## src/rtl/thermo_alert_pkg.sv

```systemverilog
package thermo_alert_pkg;

    localparam int TEMP_W  = 12;
    localparam int QCODE_W = 2;
    localparam int CNT_W   = 3;

    // Architectural state of the alert engine
    typedef struct packed {
        logic active;     // logical alert, before polarity
        logic armed_low;  // event mode: 1 = watching the low threshold
        logic src_hi;     // cause of the latest assertion
    } alert_state_t;

    // Number of consecutive offending readings demanded by a filter code
    function automatic logic [CNT_W-1:0] run_length(input logic [QCODE_W-1:0] code);
        logic [CNT_W-1:0] n;
        case (code)
            2'd0:    n = 3'd1;
            2'd1:    n = 3'd2;
            2'd2:    n = 3'd4;
            default: n = 3'd6;
        endcase
        return n;
    endfunction

endpackage

```

## src/rtl/thr_cmp.sv

```systemverilog
module thr_cmp #(
    parameter int TW    = 12,
    parameter bit ABOVE = 1'b1
) (
    input  logic signed [TW-1:0] value,
    input  logic signed [TW-1:0] limit,
    output logic                 hit
);
    generate
        if (ABOVE) begin : g_at_or_above
            assign hit = (value >= limit);
        end else begin : g_below
            assign hit = (value < limit);
        end
    endgenerate
endmodule

```

## src/rtl/fault_run.sv

```systemverilog
module fault_run #(
    parameter int CW = 3
) (
    input  logic          clk,
    input  logic          rst_n,
    input  logic          strobe,
    input  logic          fault,
    input  logic          flush,
    input  logic [CW-1:0] need,
    output logic          reach
);
    localparam int EW = CW + 1;

    logic [CW-1:0] cnt_d, cnt_q;
    logic [EW-1:0] cnt_inc;

    always_comb begin
        cnt_inc = {1'b0, cnt_q} + EW'(1);
        reach   = strobe && fault && !flush && (cnt_inc >= {1'b0, need});
        cnt_d   = cnt_q;
        if (flush || reach || (strobe && !fault)) begin
            cnt_d = '0;
        end else if (strobe && fault) begin
            cnt_d = cnt_inc[CW-1:0];
        end
    end

    always_ff @(posedge clk or negedge rst_n) begin
        if (!rst_n) begin
            cnt_q <= '0;
        end else begin
            cnt_q <= cnt_d;
        end
    end
endmodule

```

## src/rtl/thermo_alert.sv

```systemverilog
module thermo_alert
    import thermo_alert_pkg::*;
#(
    parameter int TW = TEMP_W
) (
    input  logic          clk,
    input  logic          rst_n,
    input  logic          conv_done,
    input  logic [TW-1:0] temp,
    input  logic [TW-1:0] lim_hi,
    input  logic [TW-1:0] lim_lo,
    input  logic          irq_mode,
    input  logic          pol_high,
    input  logic [1:0]    qdepth,
    input  logic          ack_read,
    input  logic          ack_resp,
    input  logic          ack_sleep,
    input  logic          gc_reset,
    output logic          alert_out,
    output logic          alert_src
);
    localparam int NCMP = 2;

    alert_state_t st_d, st_q;

    logic [NCMP-1:0]     cmp_hit;   // [1] at/above high, [0] below low
    logic [TW-1:0]       cmp_lim [NCMP];
    logic                watch_low;
    logic                fault;
    logic                any_ack;
    logic                ack_take;
    logic                flush;
    logic                reach;
    logic [CNT_W-1:0]    need;

    assign cmp_lim[0] = lim_lo;
    assign cmp_lim[1] = lim_hi;

    generate
        for (genvar i = 0; i < NCMP; i++) begin : g_cmp
            thr_cmp #(.TW(TW), .ABOVE(i == 1)) u_cmp (
                .value (temp),
                .limit (cmp_lim[i]),
                .hit   (cmp_hit[i])
            );
        end
    endgenerate

    always_comb begin
        any_ack   = ack_read || ack_resp || ack_sleep;
        ack_take  = irq_mode && st_q.active && any_ack;
        // level mode watches low while active; event mode follows its arm
        watch_low = irq_mode ? st_q.armed_low : st_q.active;
        fault     = watch_low ? cmp_hit[0] : cmp_hit[1];
        // latched event alerts and bus resets freeze the filter
        flush     = gc_reset || (irq_mode && st_q.active);
        need      = run_length(qdepth);
    end

    fault_run #(.CW(CNT_W)) u_run (
        .clk    (clk),
        .rst_n  (rst_n),
        .strobe (conv_done),
        .fault  (fault),
        .flush  (flush),
        .need   (need),
        .reach  (reach)
    );

    always_comb begin
        st_d = st_q;
        if (gc_reset) begin
            st_d = '0;
        end else if (ack_take) begin
            st_d.active = 1'b0;
        end else if (reach) begin
            if (irq_mode) begin
                st_d.active    = 1'b1;
                st_d.src_hi    = !st_q.armed_low;
                st_d.armed_low = !st_q.armed_low;
            end else begin
                st_d.active = !st_q.active;
                if (!st_q.active) begin
                    st_d.src_hi = 1'b1;
                end
            end
        end
    end

    always_ff @(posedge clk or negedge rst_n) begin
        if (!rst_n) begin
            st_q <= '0;
        end else begin
            st_q <= st_d;
        end
    end

    assign alert_out = pol_high ? st_q.active : !st_q.active;
    assign alert_src = st_q.src_hi;

endmodule

```

## config.mk

```make
export PLATFORM = sky130hd
export DESIGN_NAME = thermo_alert
export DESIGN_NICKNAME = d
export VERILOG_FILES = /design/src/rtl/thermo_alert_pkg.sv /design/src/rtl/thr_cmp.sv /design/src/rtl/fault_run.sv /design/src/rtl/thermo_alert.sv
export SDC_FILE = /design/constraint.sdc
export NUM_CORES = 1
export LEC_CHECK = 0
export ABC_CLOCK_PERIOD_IN_PS = 3000
export BUFFER_PORTS_ARGS = -buffer_cell sky130_fd_sc_hd__clkbuf_2
export CORE_MARGIN = 5
export CORE_UTILIZATION = 47
export DETAILED_ROUTE_END_ITERATION = 12
export PLACE_DENSITY = 0.91
export SLEW_MARGIN = 20
export SYNTH_ARGS = -nofsm -noshare
export SYNTH_HDL_FRONTEND = slang
export SYNTH_HIERARCHICAL = 1
export SYNTH_SLANG_ARGS = --single-unit
```

## constraint.sdc

```tcl
create_clock -name clk -period 3 [get_ports clk]
set_clock_uncertainty 0.05 [all_clocks]
set_input_delay 0.3 -clock clk [delete_from_list [all_inputs] [get_ports clk]]
set_output_delay 0.3 -clock clk [all_outputs]
set_load 0.005 [all_outputs]
```

## Yosys cells after proc, flatten, opt, wreduce, memory -nomap -nowiden

Cells that the tools add are included.
W data, S select, Z words.

- Input port bits: 47
- Logic and storage cells: 48
- Register bits: 6

- Magnitude comparators: 3
- Reduce and logical (&&, ||, !) cells: 22
- Muxes and demuxes: 14
- $add $sub $neg: 1
- Equality and inequality tests: 4

Operators by type and width:

| operator | number |
|---|---|
| $ge A12 B12 Y1 | 1 |
| $lt A12 B12 Y1 | 1 |
| $mux W3 | 4 |
| $pmux W3 S3 | 1 |
| $mux W1 | 8 |
| $logic_and A1 B1 Y1 | 6 |
| $reduce_and A3 Y1 | 2 |
| $reduce_bool A2 Y1 | 3 |
| $logic_or A1 B1 Y1 | 5 |
| $add A3 B1 Y4 const B | 1 |
| $ge A4 B3 Y1 | 1 |
| $logic_not A1 Y1 | 4 |
| $ne A3 B3 Y1 const B | 1 |
| $reduce_bool A3 Y1 | 1 |
| $eq A2 B1 Y1 const B | 1 |
| $eq A2 B2 Y1 const B | 1 |
| $logic_not A2 Y1 | 1 |
| $mux W2 | 1 |
| $ne A2 B2 Y1 const B | 1 |

## Longest topological paths before layout

- Depth in word-level cells: 8
- Mapped depth: 12
- Depth with buffers taken out: 12

## By module

The synthesis kept the hierarchy.

Modules (own cells, without submodules):

| module | cells an instance | times used | sequential area each (um2) | area each (um2) |
|---|---|---|---|---|
| thr_cmp (g_cmp[1].u_cmp) | 44 | 1 | 0.0 | 314.1 |
| thr_cmp (g_cmp[0].u_cmp) | 36 | 1 | 0.0 | 309.0 |
| fault_run | 26 | 1 | 75.1 | 237.7 |
| thermo_alert | 29 | 1 | 75.1 | 229.0 |

## Worst setup path after synthesis

Ideal clock, no wire load.

- Path type: in2reg
- From: input port lim_hi[10]
- To: register st_q (netlist bit alert_src)
- Library setup time: 0.069 ns
- Slack: 0.372 ns
- Arrival time: 2.510 ns
- Required time: 2.881 ns
- Cell stages on the path: 11
- Cell sequence: inv_1 -> ha_1 -> nand4_1 -> or4b_1 -> o21ai_1 -> mux2_2 -> nand2_1 -> nor3_1 -> nand2_1 -> or4_1 -> nand3_1

- Longest elaborated chain between the ends: 7

RTL lines:

| element | line | text |
|---|---|---|
| from (decl) | thermo_alert.sv:10 | `input logic [TW-1:0] lim_hi,` |
| $ge A12 B12 Y1 | thr_cmp.sv:11 | `assign hit = (value >= limit);` |
| via cmp_hit[1] | thermo_alert.sv:26 | `logic [NCMP-1:0] cmp_hit;` |
| $mux W1 | thermo_alert.sv:54 | `fault = watch_low ? cmp_hit[0] : cmp_hit[1];` |
| via fault | thermo_alert.sv:29 | `logic fault;` |
| $logic_and A1 B1 Y1 (3 in series) | fault_run.sv:19 | `reach = strobe && fault && !flush && (cnt_inc >= {1'b0, need});` |
| via reach | thermo_alert.sv:33 | `logic reach;` |
| $reduce_bool A2 Y1 (no line) | n/a |  |
| $reduce_and A3 Y1 (no line) | n/a |  |
| to (signal assigned) | thermo_alert.sv:94 | `st_q <= st_d;` |
| to (decl) | thermo_alert.sv:24 | `alert_state_t st_d, st_q;` |

The timed path passes the listed nets, and every way through them passes these cells.
A chain may end at the register's enable or synchronous reset.

## Worst setup path after layout

- From: input port temp[10]
- To: register st_q (netlist bit alert_src)

- Longest elaborated chain between the ends: 7

RTL lines:

| element | line | text |
|---|---|---|
| from (decl) | thermo_alert.sv:9 | `input logic [TW-1:0] temp,` |
| $ge A12 B12 Y1 | thr_cmp.sv:11 |  |
| via cmp_hit[1] | thermo_alert.sv:26 |  |
| $mux W1 | thermo_alert.sv:54 |  |
| via fault | thermo_alert.sv:29 |  |
| $logic_and A1 B1 Y1 (3 in series) | fault_run.sv:19 |  |
| via reach | thermo_alert.sv:33 |  |
| $reduce_bool A2 Y1 (no line) | n/a |  |
| $reduce_and A3 Y1 (no line) | n/a |  |

The timed path passes the listed nets, and every way through them passes these cells.

==> results.md <==
* Type of the worst min-delay path: in -> reg
* Leak at 0.822 nW
* Worst vdd rail ir drop at 0.164 mV
* Port Buffers at 48
* Critical path capture point type: flop
* Row count at 17
* Clk buf depth at 2
* Tot GR Track Use at 14.8%
* Avg Vias per Cell at 5.00
* Final worst slack at 0.503 ns
* Hold buffers post-CTS at 1
* Sequential share of the synthesized area at 13.8%
* Initial core utilization at 49.3%
* Post-synth cell types at 39
* RSZ-0062 raised after global routing: false
* DP Area at 1370 um2
* Clk pin slew, worst setup/hold paths at 0.04 ns
* Global route overflow at 0
* Max-Cap Viols at 0
* Crit Path Max Fanout at 3
* Core ar. at 2210 um2
* First-pass GRT wire length at 4.02 mm
* Worst Tran Pin Value at 0.291 ns
* DRT iter0 DRCs at 24
* Fmax achieved at 401 MHz
* Die X-Extent at 58.2 um
* CTS tree: built
* Final clock period utilization by the worst path at 83.2%
* Synth warn at 6
* CTS Root Cell: clkbuf_4
* Nets at 262
* Layout area overhead at 28.2%
* Crit Path Class: in -> reg
* Post-CTS Resized at 0
* Finished Cell Area at 1400 um2
* Avg WL per Cell at 10.9 um
* DR vias at 1,071
* Synth top area share at 31.0%
* ANT nets after route at 0
* Slew margin rel. at 80.3%
* Setup Total Neg Slack at 0 ns
* Arr. time, crit path at 2.63 ns
* DRT Pass-1 Iters at 4
* Total setup buffers inserted after CTS at 0
* Post-synthesis cell count at 135
* Largest net degree at the start of global routing at 8
* H-tree lvl count at 1
* Synth area leaders: ha_1 (31%), dfrtp_1 (14%), inv_1 (10%)
* Synth Cell Area at 1090 um2
* Final HPWL DP at 2.12 mm
* Footprint of the multi-input gates at 820 um2
* DP Cell Count at 210
* I/O pins at 49
* Synth area leader: ha_1
* #FFs+latches synth at 6
* CTS Sinks at 6
* Final setup vio count at 0
* Final Non-Filler Cells at 214
* Outcome: completed
* Storage element area at 150 um2
* Layout cells sized above 1 at 32.3%
* ANT cells at 0
* Number of flops mapped to enable cells by yosys at 0
* Die H at 58.2 um
* Initial antenna violation count at 0
* Count of pins over their slew limit at 0
* Vias in the first global route at 1,020
* Dpl ws at 0.273 ns
* Post-layout min period at 2.50 ns
* Dominant synthesized flop cell: dfrtp_1
* Pwr dens at 221 nW/um2
* Filler cells at 202
* Worst Path Required at 3.13 ns
* Final hold violations at 0
* TritonCTS Buffers at 3
* Syn nets at 209
* Placer Congestion at 0.776
* Startpoint types: input pin
* Die area at 3380 um2
* Routed WL at 2.33 mm
* Mean Syn Cell Area at 8.07 um2
* Async SR Flop Fraction at 100%
* Remaining routing DRC violations at 0
* Clock Latency Late Sink at 0.25 ns
Yosys cell counts, drive strengths merged, types with 2 or more instances:
master and count:
dfrtp 6, nand3 6, nand2 5, ha 27
or3 2, nand4 2, a31oi 3, nor2 5
inv 30, o21a 3, clkbuf 2, o211ai 2
a21o 2, a21oi 6, nor3 4, o21ai 7
mux2i 3
per-stage QoR:
step | util [%] | hold slack (ns) | total power [mW]
2_1_floorplan | - | -0.0456 | 0.178
3_3_place_gp | 61.7 | 0.0772 | 0.233
3_5_place_dp | 61.7 | 0.0778 | 0.235
4_1_cts | 63.2 | 0.220 | 0.313
5_1_grt | 63.2 | 0.244 | 0.341
6_report | 63.2 | 0.226 | 0.309
worst max-delay path: stages:
cell and delay, ns:
clkbuf_2 0.10, ha_1 0.31, nand4_1 0.16, or4b_1 0.53, o21ai_1 0.12, mux2_2 0.15, nand2_1 0.06, nor3_1 0.23
nand2_1 0.11, or4_1 0.47, nand3_1 0.08
power by group:
group	internal [mW]	switching (mW)
registers	0.0851	0.00481
clock network	0.0452	0.0290
logic	0.0753	0.0696
registers in the layout, indices dropped and copies added, names as in the netlist:
name and cells:
alert_src 1, st_q 2, u_run/cnt_q 3
routing by layer:
metal	track usage, %	up-vias	part of all wire (%)
met4	3.97	0	0.47
li1	-	584	-
met5	0	-	0
met3	5.12	2	9.0
met1	18.7	445	47
met2	24.0	40	44
cell families (layout without fill, tap and decap cells):
group	after synthesis	in the layout	share of synthesized area, %
compound gates	30	30	20.4
flops	6	6	13.8
fa+ha+maj	27	27	31.0
mux	4	4	3.79
buf+inv	32	83	11.0
simple gates	34	34	18.4
xor+xnor	2	2	1.61
final cells by class:
cell class,count,area share [%]
multi-input combinational,97,58.6
timing repair buffer,50,18.4
sequential,6,10.7
inverter,30,8.06
tap,28,2.51
clock buffer,3,1.61
layout by cell type (no fill, tap or decap), types with 2 or more instances in the layout:
cell type / Yosys / routed
dfrtp_1: 6 / 6
clkbuf_4: 0 / 3
mux2i_1: 3 / 3
nand4_1: 2 / 2
nand2_1: 5 / 5
ha_1: 27 / 27
o21ai_0: 6 / 6
or3_1: 2 / 2
inv_1: 30 / 30
o21a_1: 2 / 2
nand3_1: 6 / 6
a21oi_1: 6 / 6
a31oi_1: 3 / 3
nor3_1: 4 / 4
o211ai_1: 2 / 2
nor2_1: 5 / 5
a21o_1: 2 / 2
clkbuf_2: 0 / 48
path summary, 6_finish.rpt:
kind	startpoint	to	slack (ns)	depth (start not counted)
min	gc_reset	st_q[1]$_DFFE_PN0P_	0.23	2
max	temp[10]	alert_src$_DFFE_PN0P_	0.50	11
max reg2reg	u_run/cnt_q[0]$_DFFE_PN0P_	alert_src$_DFFE_PN0P_	0.61	9
min in group asynchronous	rst_n	u_run/cnt_q[1]$_DFFE_PN0P_	0.35	2
min reg2reg	u_run/cnt_q[2]$_DFFE_PN0P_	u_run/cnt_q[2]$_DFFE_PN0P_	0.46	1
max in group asynchronous	rst_n	st_q[2]$_DFFE_PN0P_	2.40	2
(Power assumes the default switching activity.)
